### config.mk
export PLATFORM = sky130hd
export DESIGN_NAME = hook_hf_lock_ctrl
export DESIGN_NICKNAME = d
export VERILOG_FILES = /design/src/rtl/hhl_pkg.sv /design/src/rtl/hook_debounce.sv /design/src/rtl/hf_hold_fsm.sv /design/src/rtl/key_gate.sv /design/src/rtl/hook_hf_lock_ctrl.sv
export SDC_FILE = /design/constraint.sdc
export NUM_CORES = 1
export LEC_CHECK = 0
export BUFFER_PORTS_ARGS = -buffer_cell sky130_fd_sc_hd__buf_4
export CAP_MARGIN = 20
export CORE_ASPECT_RATIO = 1.75
export CORE_MARGIN = 1
export CORE_UTILIZATION = 49
export CTS_CLUSTER_DIAMETER = 100
export CTS_CLUSTER_SIZE = 8
export DETAILED_ROUTE_END_ITERATION = 10
export PLACE_DENSITY = 0.73
export SYNTH_ARGS = -nofsm -noshare
export SYNTH_HDL_FRONTEND = slang
export SYNTH_SLANG_ARGS = --single-unit
### constraint.sdc
create_clock -name clk -period 5.95 [get_ports clk]
set_clock_uncertainty 0.15 [all_clocks]
set_input_delay 0.8925 -clock clk [delete_from_list [all_inputs] [get_ports clk]]
set_output_delay 0.8925 -clock clk [all_outputs]
set_load 0.02 [all_outputs]
### src/rtl/hhl_pkg.sv
package hhl_pkg;

  typedef enum logic [1:0] {
    LK_OPEN   = 2'b00,
    LK_BAR0   = 2'b01,
    LK_BAR09  = 2'b10,
    LK_BAR09B = 2'b11
  } lock_mode_e;

  function automatic logic lock_active(lock_mode_e m);
    return m != LK_OPEN;
  endfunction

  function automatic logic nine_barred(lock_mode_e m);
    return (m == LK_BAR09) || (m == LK_BAR09B);
  endfunction

endpackage

### src/rtl/hook_debounce.sv
module hook_debounce #(
  parameter int LOCK_CLKS = 600,
  parameter int FREE_CLKS = 160
) (
  input  logic clk,
  input  logic rst,
  input  logic hook_raw,
  input  logic lock_on,
  output logic hook_q,
  output logic hook_fall
);

  localparam int MAXC = (LOCK_CLKS > FREE_CLKS) ? LOCK_CLKS : FREE_CLKS;
  localparam int CW   = $clog2(MAXC + 1);
  localparam logic [CW-1:0] LOCK_END = CW'(LOCK_CLKS - 1);
  localparam logic [CW-1:0] FREE_END = CW'(FREE_CLKS - 1);

  logic          s1, s2;
  logic [CW-1:0] cnt;
  logic [CW-1:0] lim;

  assign lim = lock_on ? LOCK_END : FREE_END;

  always_ff @(posedge clk) begin
    if (rst) begin
      s1        <= 1'b1;
      s2        <= 1'b1;
      hook_q    <= 1'b1;
      cnt       <= '0;
      hook_fall <= 1'b0;
    end else begin
      s1        <= hook_raw;
      s2        <= s1;
      hook_fall <= 1'b0;
      if (s2 == hook_q) begin
        cnt <= '0;
      end else if (cnt >= lim) begin
        hook_q    <= s2;
        hook_fall <= ~s2;
        cnt       <= '0;
      end else begin
        cnt <= cnt + 1'b1;
      end
    end
  end

  AST_DB_FLIP_MATCHES: assert property (@(posedge clk) disable iff (rst)
    (hook_q != $past(hook_q)) |-> (hook_q == $past(s2)));

  AST_FALL_IS_OFFHOOK: assert property (@(posedge clk) disable iff (rst)
    hook_fall |-> !hook_q);

endmodule

### src/rtl/hf_hold_fsm.sv
module hf_hold_fsm (
  input  logic clk,
  input  logic rst,
  input  logic hf_n,
  input  logic hold_key,
  input  logic hook_q,
  input  logic hook_fall,
  output logic hf_out,
  output logic chip_en,
  output logic hold_on
);

  logic h1, h2, h3;
  logic hf_edge, hold_ok, tog;
  logic hf_nxt, hold_nxt, en_nxt;

  assign hf_edge = h3 & ~h2;
  assign hold_ok = hold_key & chip_en;
  assign tog     = hf_edge | hold_ok;

  always_comb begin
    hf_nxt   = hook_fall ? 1'b0 : (hf_out ^ tog);
    hold_nxt = hook_fall ? 1'b0 : (hold_on ^ hold_ok);
    en_nxt   = ~hook_q | hf_nxt;
    if (!en_nxt) hold_nxt = 1'b0;
  end

  always_ff @(posedge clk) begin
    if (rst) begin
      h1      <= 1'b1;
      h2      <= 1'b1;
      h3      <= 1'b1;
      hf_out  <= 1'b0;
      hold_on <= 1'b0;
      chip_en <= 1'b0;
    end else begin
      h1      <= hf_n;
      h2      <= h1;
      h3      <= h2;
      hf_out  <= hf_nxt;
      hold_on <= hold_nxt;
      chip_en <= en_nxt;
    end
  end

  AST_HOLD_FROM_KEY: assert property (@(posedge clk) disable iff (rst)
    $rose(hold_on) |-> $past(hold_key));

  AST_HOOKFALL_CLEARS: assert property (@(posedge clk) disable iff (rst)
    hook_fall |=> (!hf_out && !hold_on));

endmodule

### src/rtl/key_gate.sv
module key_gate
  import hhl_pkg::*;
#(
  parameter int KEY_W = 4,
  parameter int DLY   = 1200
) (
  input  logic             clk,
  input  logic             rst,
  input  logic             key_stb,
  input  logic [KEY_W-1:0] key_code,
  input  lock_mode_e       mode,
  input  logic             chip_en,
  input  logic             hold_on,
  output logic             key_acc,
  output logic [KEY_W-1:0] key_out
);

  localparam int DW = $clog2(DLY + 1);
  localparam logic [DW-1:0] DLY_END = DW'(DLY - 1);
  localparam logic [KEY_W-1:0] CODE0 = KEY_W'(0);
  localparam logic [KEY_W-1:0] CODE9 = KEY_W'(9);

  logic [DW-1:0] dcnt;
  logic          delay_ok, first_done, locked;
  logic          lock_on, gate_ok, barred, first_bar;

  assign lock_on   = lock_active(mode);
  assign barred    = (key_code == CODE0) || (nine_barred(mode) && key_code == CODE9);
  assign first_bar = lock_on & ~first_done & barred;
  assign gate_ok   = chip_en & ~hold_on & ~locked & (delay_ok | ~lock_on);

  always_ff @(posedge clk) begin
    if (rst) begin
      dcnt       <= '0;
      delay_ok   <= 1'b0;
      first_done <= 1'b0;
      locked     <= 1'b0;
      key_acc    <= 1'b0;
      key_out    <= '0;
    end else begin
      if (key_stb) key_out <= key_code;
      if (!chip_en) begin
        dcnt       <= '0;
        delay_ok   <= 1'b0;
        first_done <= 1'b0;
        locked     <= 1'b0;
        key_acc    <= 1'b0;
      end else begin
        if (!delay_ok) begin
          if (dcnt == DLY_END) delay_ok <= 1'b1;
          else                 dcnt     <= dcnt + 1'b1;
        end
        key_acc <= key_stb & gate_ok & ~first_bar;
        if (key_stb && gate_ok) begin
          first_done <= 1'b1;
          if (first_bar) locked <= 1'b1;
        end
      end
    end
  end

  AST_ACC_NEEDS_EN: assert property (@(posedge clk) disable iff (rst)
    key_acc |-> ($past(chip_en) && !$past(hold_on)));

  AST_LOCK_STICKY: assert property (@(posedge clk) disable iff (rst)
    ($past(locked) && $past(chip_en)) |-> locked);

  AST_NO_ACC_LOCKED: assert property (@(posedge clk) disable iff (rst)
    key_acc |-> !$past(locked));

  AST_DELAY_BEFORE_ACC: assert property (@(posedge clk) disable iff (rst)
    (key_acc && $past(lock_on)) |-> $past(delay_ok));

endmodule

### src/rtl/hook_hf_lock_ctrl.sv
module hook_hf_lock_ctrl
  import hhl_pkg::*;
#(
  parameter int TICK_DIV           = 3580,
  parameter int HOOK_DB_LOCK_MS    = 150,
  parameter int HOOK_DB_FREE_MS    = 40,
  parameter int FIRST_KEY_DELAY_MS = 300,
  parameter int KEY_W              = 4
) (
  input  logic             clk,
  input  logic             rst,
  input  logic             hook_raw,
  input  logic             hf_n,
  input  logic             hold_key,
  input  logic             key_stb,
  input  logic [KEY_W-1:0] key_code,
  input  logic [1:0]       lock_mode,
  output logic             hf_out,
  output logic             chip_en,
  output logic             hold_on,
  output logic             key_acc,
  output logic [KEY_W-1:0] key_out
);

  localparam int LOCK_CLKS = HOOK_DB_LOCK_MS * TICK_DIV;
  localparam int FREE_CLKS = HOOK_DB_FREE_MS * TICK_DIV;
  localparam int DLY_CLKS  = FIRST_KEY_DELAY_MS * TICK_DIV;

  lock_mode_e mode;
  logic       hook_q, hook_fall;

  assign mode = lock_mode_e'(lock_mode);

  hook_debounce #(
    .LOCK_CLKS(LOCK_CLKS),
    .FREE_CLKS(FREE_CLKS)
  ) u_db (
    .clk      (clk),
    .rst      (rst),
    .hook_raw (hook_raw),
    .lock_on  (lock_active(mode)),
    .hook_q   (hook_q),
    .hook_fall(hook_fall)
  );

  hf_hold_fsm u_hf (
    .clk      (clk),
    .rst      (rst),
    .hf_n     (hf_n),
    .hold_key (hold_key),
    .hook_q   (hook_q),
    .hook_fall(hook_fall),
    .hf_out   (hf_out),
    .chip_en  (chip_en),
    .hold_on  (hold_on)
  );

  key_gate #(
    .KEY_W(KEY_W),
    .DLY  (DLY_CLKS)
  ) u_kg (
    .clk     (clk),
    .rst     (rst),
    .key_stb (key_stb),
    .key_code(key_code),
    .mode    (mode),
    .chip_en (chip_en),
    .hold_on (hold_on),
    .key_acc (key_acc),
    .key_out (key_out)
  );

endmodule

Word-level counts from Yosys, hierarchy flattened
Cells that the tools add are included.

Register bits after elaboration: 59. Input port bits: 12. Output and inout port bits: 8. Logic and storage cells: 70.

Add/subtract/negate cells: 2. $lt $le $gt $ge: 1. Equality and inequality tests: 5. Muxes and demuxes: 4. Bitwise gates (word level): 28. Reduce and logical (&&, ||, !) cells: 13.

Operators with widths (number): $add 21x1->21 const B (1); $eq 21x21->1 const B (1); $add 20x1->20 const B (1); $ge 20x20->1 (1); $mux 20 (1); $not 1->1 (14); $and 1x1->1 (9); $reduce_or 3->1 (3); $reduce_and 2->1 (3); $eq 2x2->1 const B (2); $eq 4x4->1 const B (1); $logic_not 4->1 (1); $mux 1 (3); $or 1x1->1 (3); $logic_and 1x1->1 (2); $logic_or 1x1->1 (2); $reduce_bool 2->1 (1); $reduce_or 2->1 (1); $xor 1x1->1 (2); $eq 1x1->1 (1).

Logic depth before layout (Yosys ltp)
Gate-level depths: netlist of run 1.

Word-level depth: 8. Depth in mapped cells: 11. Gate-level depth less buffers: 9.

Hierarchy
Synthesis of run 1 repeated with hierarchy kept, for this count alone.

Cells, all modules: 310. Area total of the unflattened synthesis: 2895.3 sq um.

By module, submodules not included: key_gate (instances 1, cells each 150, area each 1340.0 sq um, seq. area each 580.6 sq um); hook_debounce (instances 1, cells each 135, area each 1303.8 sq um, seq. area each 480.5 sq um); hf_hold_fsm (instances 1, cells each 24, area each 245.2 sq um, seq. area each 120.1 sq um); hook_hf_lock_ctrl (instances 1, cells each 1, area each 6.3 sq um, seq. area each 0.0 sq um).

Worst setup path after synthesis of run 1
OpenSTA, ideal clock, no wires.

Path type: input port to flip-flop. Start: input port lock_mode[1]. End: register u_db.cnt[10]. Setup time: 0.062 ns. Arrival: 2.859 ns. Required time: 5.738 ns. Setup slack: 2.879 ns. Cell stages on the path: 11. Buffers on the path: 2. Cell sequence: or2_1 buf_6 inv_1 ha_1 a21o_1 maj3_2 a21o_1 o311ai_4 nand2_4 buf_12 nor2_2.

Word-level cells in the longest chain between the ends: 4.

RTL lines: from (decl) (line hook_hf_lock_ctrl.sv:17) `input logic [1:0] lock_mode,`; $reduce_bool 2->1 (line hhl_pkg.sv:11) `return m != LK_OPEN;`; $mux 20 (line hook_debounce.sv:22) `assign lim = lock_on ? LOCK_END : FREE_END;`; $ge 20x20->1 (line hook_debounce.sv:37) `end else if (cnt >= lim) begin`; $reduce_or 3->1 (no source line); to (signal assigned) (line hook_debounce.sv:42) `cnt <= cnt + 1'b1;`; to (decl) (line hook_debounce.sv:19) `logic [CW-1:0] cnt;`.

No other way between the ends. A chain may end at the register's enable or synchronous reset.

Final worst setup path of run 1
Start: input port lock_mode[1]. End: register u_db.cnt[6].

Same word-level chain as after synthesis.

==> impl_metrics.tcl, run 1 <==
set metrics [dict create \
    status "complete, no violations" \
    start_util_pct 51.4 \
    cts_max_path_buffers 2 \
    netlist_instances 297 \
    p_total_mw 0.771 \
    area_growth_pct 13.0 \
    cts_max_level 3 \
    hold_buffers 0 \
    power_density_mw_per_mm2 249 \
    drv_cap 0 \
    grt_start_max_net_pins 26 \
    vias 2093 \
    grt_use_total_pct 21.1 \
    grt_setup_unrepaired "false" \
    async_reset_ff_share_pct 0 \
    dp.cells 381 \
    numCtsBuffers 9 \
    worstSetupEndpointType "flop" \
    maxSlewViolCount 0 \
    start_kind "input port" \
    synth_edf_count 0 \
    ys_types 44 \
    cp_slowest_cell "nor3_1" \
    tns_ns 0 \
    max_flop_register "u_kg.dcnt" \
    cts_resized 0 \
    fmaxAchievable_mhz 319 \
    top_regs "u_kg.dcnt: 21 flops, u_db.cnt: 20 flops, u_kg.key_out: 4 flops" \
    cp_max_fo 19 \
    max_stage_delay_ns 0.41 \
    ys_ff_latch 59 \
    numClockSinks 59 \
    hold_viol 0 \
    synth_ff_type "dfxtp_1" \
    synth.most_common_cell "dfxtp_1" \
    setup-violations-final 0 \
    synth_common_cells "dfxtp_1, nor2_1, xor2_1" \
    wl_per_cell_um 13.4 \
    path_cells "buf_4 > or2_1 > inv_1 > ha_1 > nor3b_1 > a41oi_1 > o21ai_0 > nor3_1 > nand2_4 > nor2_1" \
    synthesis.nets 318 \
    core_mm2 0.00534 \
    synth_top_cell_by_area "dfxtp_1" \
    nNetsFinal 339 \
    grt_pass1_vias 2124 \
    met2_length_mm 2.88 \
    dieArea_mm2 0.00591 \
    holdCritPathClass "flop to flop" \
    vias_per_cell 5.27 \
    top_layer "met4" \
    hpwlAfterDp_mm 3.82 \
    first_pass_iters 4 \
    largest_reg_flops 21 \
    synth_seq_area_share_pct 43.0 \
    antenna_left 0 \
    synth_area_leaders "dfxtp_1, xor2_1, nor2_1, xnor2_1, ha_1" \
    overflow 0 \
    path_delay_family "simple AND/OR/NAND/NOR gates" \
    root_buffer "clkbuf_8" \
    grt_pass1_wl_mm 9.18 \
    met1_length_mm 2.05 \
    ir_drop_v 0.000160 \
    drive_above_1_share_pct 17.3 \
    crit_buf_inv 2 \
    numPortBuffers 19 \
    fin_util_pct 58.0 \
    postCtsSetupRepairBufs 0 \
    die_y_um 101 \
    power_leakage_nw 1.18 \
    worstSetupPathType "input port to flop" \
    num_rows 35 \
    drc_errors 0 \
    placement.cell_area_mm2 0.00292 \
    fin_crit_sh_pct 52.6 \
    io_pins 20 \
    avgSynthCellArea_um2 9.24 \
    crit_arrival_ns 3.26 \
    syn-cell-area_mm2 0.00274 \
    relSlewSlack_pct 39.3 \
    place_congestion 0.830 \
    clock_latency_ns 0.35 \
    yosys_warnings 0 \
    diodes 0 \
    period_minus_slack_ns 3.13 \
    die_w_um 58.6 \
    fin_area_mm2 0.00310 \
    clk_pin_slew_worst_paths_ns 0.07 \
    finalNonFillerCells 397 \
    worst_pin_slew_ns 0.911 \
    wirelength_mm 5.31 \
    cp.required_ns 6.07 \
    drt_iter0_drc 77 \
    met3_wirelength_um 151 \
    yosysTopAreaCellShare_pct 43.0 \
    antenna_found_initial 0 \
    cts_tree "built" \
]
## worst register-to-register path, delay by kind of cell (launching register included)
family | cells | cell delay, ns
AO/OA/AOI/OAI | 3 | 0.69
adder cells (fa/ha/maj) | 2 | 0.59
flip-flops | 1 | 0.45
AND/OR/NAND/NOR | 2 | 0.44
## path summary, 6_finish.rpt
| kind | cells past startpoint | slack, ns | endpoint | startpoint |
|---|---|---|---|---|
| max | 10 | 2.82 | u_db.cnt[6] | lock_mode[1] |
| min | 1 | 0.27 | u_hf.h2 | u_hf.h1 |
| max reg2reg | 7 | 3.56 | u_db.cnt[6] | u_db.cnt[5] |
| min reg2reg | 1 | 0.27 | u_hf.h2 | u_hf.h1 |
## layer usage
metal,up-vias,track usage (%)
li1,1060,-
met1,975,19.8
met2,37,37.4
met3,21,6.93
met4,0,14.5
met5,-,0
## cell usage in the layout, fill, tap and decap left out, drive strengths merged, types with 5 or more instances in the layout
cell type	count
nor2	55
inv	7
nor4	5
nor3	5
xor2	27
mux2i	6
clkbuf	10
and3	12
dfxtp	59
nand3	13
xnor2	14
ha	9
nand4	6
buf	19
or2	6
nand2	24
## per-stage QoR
| step | hold slack (ns) | setup WS [ns] |
|---|---|---|
| after detailed placement | 0.250 | 2.46 |
| after floorplan | 0.239 | 2.88 |
| final | 0.268 | 2.82 |
| after global routing | 0.288 | 2.63 |
| after global placement | 0.245 | 2.58 |
| after CTS | 0.273 | 2.81 |
## final cells by class
cell class	instances	area, um2
clock buffers	10	128
clock inverters	6	50.0
fillers	497	2240
inverters	6	22.5
multi-input cells	223	1480
flip-flops and latches	59	1180
well taps	74	92.6
repair buffers	19	143
## power breakdown
group          leakage [nW]  switching (mW)  internal [mW]
clock                0.0831           0.170          0.154
sequential            0.478         0.00372          0.401
combinational         0.620          0.0243         0.0181
total                  1.18           0.198          0.573
## logic make-up after synthesis
logic type	after synthesis	share of synthesized area [%]
compound gates	23	6.70
fa+ha+maj	10	4.51
buf+inv	15	2.92
simple gates	143	27.5
flops	59	43.0
xor+xnor	41	13.1
mux	6	2.19
Power figures use the tool's default switching activity.
==> run 2: changes to the inputs <==
--- a/config.mk
+++ b/config.mk
@@ -5,6 +5,7 @@
 export SDC_FILE = /design/constraint.sdc
 export NUM_CORES = 1
 export LEC_CHECK = 0
+export ABC_AREA = 1
 export BUFFER_PORTS_ARGS = -buffer_cell sky130_fd_sc_hd__buf_4
 export CAP_MARGIN = 20
 export CORE_ASPECT_RATIO = 1.75
@@ -13,7 +14,7 @@
 export CTS_CLUSTER_DIAMETER = 100
 export CTS_CLUSTER_SIZE = 8
 export DETAILED_ROUTE_END_ITERATION = 10
-export PLACE_DENSITY = 0.73
+export PLACE_DENSITY = 0.75
 export SYNTH_ARGS = -nofsm -noshare
 export SYNTH_HDL_FRONTEND = slang
 export SYNTH_SLANG_ARGS = --single-unit
==> constraint.sdc (replaced) <==
create_clock -name clk -period 2.6 [get_ports clk]
set_clock_uncertainty 0.15 [all_clocks]
set_input_delay 0.39 -clock clk [delete_from_list [all_inputs] [get_ports clk]]
set_output_delay 0.39 -clock clk [all_outputs]
set_load 0.02 [all_outputs]
==> run 2 against run 1 <==
  * Via count is 42% higher
  * Sequential cell count is the same
  * Non-clock buffer count grew 3
  * Clock power increased to 3.0 times the previous value
  * Synthesized cell count rose by 57%
  * Sequential share of layout area shrank 5.5 points
  * Design area increased by 17%
  * Wire length grew 43%
  * Largest power group is now clock
  * Highest routed layer unchanged
==> impl_metrics.tcl, run 2 <==
set metrics [dict create \
    io_pins 20 \
    synth_common_cells "nand2_1, nor2_1, dfxtp_1" \
    synth_area_leaders "dfxtp_1, nand2_1, nor2_1, inv_1, xor2_1" \
    power_density_mw_per_mm2 547 \
    ir_drop_v 0.000433 \
    hold_buffers 0 \
    fin_util_pct 58.2 \
    grt_setup_unrepaired "false" \
    cp_max_fo 19 \
    place_congestion 0.905 \
    relSlewSlack_pct 64.2 \
    max_stage_delay_ns 0.44 \
    drc_errors 0 \
    synth_top_cell_by_area "dfxtp_1" \
    grt_start_max_net_pins 21 \
    vias 2978 \
    avgSynthCellArea_um2 6.82 \
    cp_slowest_cell "dfxtp_1" \
    cts_max_path_buffers 2 \
    overflow 0 \
    numPortBuffers 19 \
    first_pass_iters 5 \
    layout_commonest_cell "nand2_1" \
    numClockSinks 59 \
    diodes 0 \
    antenna_left 0 \
    synthesis.nets 487 \
    worstSetupPathType "flop to flop" \
    crit_buf_inv 1 \
    clock_latency_ns 0.35 \
    worstSetupEndpointType "flop" \
    netlist_instances 466 \
    cts_resized 0 \
    cts_max_level 3 \
    root_buffer "clkbuf_8" \
    holdCritPathClass "input port to flop" \
    cp.required_ns 2.66 \
    worst_pin_slew_ns 0.536 \
    ys_ff_latch 59 \
    drive_above_1_share_pct 11.5 \
    synth_ff_type "dfxtp_1" \
    cts_tree "built" \
    numCtsBuffers 9 \
    period_minus_slack_ns 2.12 \
    path_cells "ha_1 > nand3_2 > nor4_2 > nand3_2 > nand2_4 > inv_2 > nand2_1 > a21oi_1" \
    n_fill_cell 572 \
    setup-violations-final 0 \
    drt_iter0_drc 179 \
    hold_viol 0 \
    yosys_warnings 0 \
    drv_cap 0 \
    path_delay_family "simple AND/OR/NAND/NOR gates" \
    maxSlewViolCount 0 \
    power_leakage_nw 1.50 \
    dieArea_mm2 0.00682 \
    syn-cell-area_mm2 0.00318 \
    core_mm2 0.00623 \
    synth.most_common_cell "nand2_1" \
    hpwlAfterDp_mm 5.70 \
    num_rows 38 \
    area_growth_pct 14.1 \
    grt_pass1_wl_mm 13.1 \
    vias_per_cell 5.16 \
    grt_pass1_vias 2968 \
    die_w_um 62.9 \
    clk_pin_slew_worst_paths_ns 0.07 \
    start_util_pct 51.0 \
    fin_crit_sh_pct 81.5 \
    wirelength_mm 7.61 \
    largest_reg_flops 21 \
    start_kind "flop" \
    synth_edf_count 0 \
    postCtsSetupRepairBufs 0 \
    ys_types 30 \
    die_y_um 109 \
    max_flop_register "u_kg.dcnt" \
    path_common_cell "nand3_2" \
    yosysTopAreaCellShare_pct 37.2 \
    async_reset_ff_share_pct 0 \
    synth_seq_area_share_pct 37.2 \
    grt_use_total_pct 24.8 \
    mostFrequentLayoutCells "nand2_1, nor2_1, dfxtp_1" \
    nNetsFinal 513 \
    fmaxAchievable_mhz 472 \
    antenna_found_initial 0 \
    wl_per_cell_um 13.2 \
    status "complete, no violations" \
    top_regs "u_kg.dcnt: 21 flops, u_db.cnt: 20 flops, u_kg.key_out: 4 flops" \
    tns_ns 0 \
    crit_arrival_ns 2.17 \
]
run 2: area by class of cell:
class,instances,area [um2],area share [%]
Timing Repair Buffer,22,165,4.56
Sequential cell,59,1180,32.6
Clock buffer,12,155,4.28
Inverter,60,225,6.21
Multi-Input combinational cell,340,1730,47.6
Clock inverter,4,72.6,2.00
Tap cell,80,100,2.76
run 2: power by group:
part           switching (mW)  leakage (nW)  internal [mW]  total, mW
clock network           0.373         0.113          0.591      0.963
logic                  0.0562         0.908         0.0392     0.0954
registers             0.00833         0.478          0.916      0.925
run 2: layer usage:
| layer | part of all wire, % | up-vias | track usage [%] |
|---|---|---|---|
| met5 | 0 | - | 0 |
| met2 | 55 | 59 | 45.9 |
| li1 | - | 1528 | - |
| met4 | 4.6 | 0 | 15.6 |
| met1 | 37 | 1364 | 24.6 |
| met3 | 3.1 | 27 | 5.27 |
run 2: kinds of logic (layout without fill, tap and decap cells):
logic type	count (synthesis)	after routing	share of synthesized area, %
AOI/OAI and AO/OA	38	38	6.22
xor gates and xnor gates	29	29	7.99
adders and majority gates	9	9	3.54
buffers and inverters	67	98	8.54
DFF	59	59	37.2
and+or+nand+nor	264	264	36.5
run 2: final timing paths:
path / from / cells after the start / slack, ns / end
setup / recovery: u_kg.dcnt[0] / 8 / 0.48 / u_kg.dcnt[9]
hold / removal: hf_n / 2 / 0.08 / u_hf.h1
setup reg to reg: u_kg.dcnt[0] / 8 / 0.48 / u_kg.dcnt[9]
hold reg to reg: u_hf.h1 / 1 / 0.27 / u_hf.h2
run 2: stage by stage:
| step | setup WS, ns | instance area (um2) | total power, mW | hold WS [ns] | std cells |
|---|---|---|---|---|---|
| after global routing | 0.313 | 3620 | 2.04 | 0.0836 | 577 |
| after CTS | 0.512 | 3620 | 2.00 | 0.0673 | 577 |
| after floorplan | 0.678 | 3180 | 0.996 | 0.239 | 466 |
| after detailed placement | 0.296 | 3400 | 1.04 | 0.252 | 561 |
| after global placement | 0.375 | 3400 | 1.04 | 0.241 | 561 |
| final | 0.482 | 3620 | 1.98 | 0.0768 | 577 |
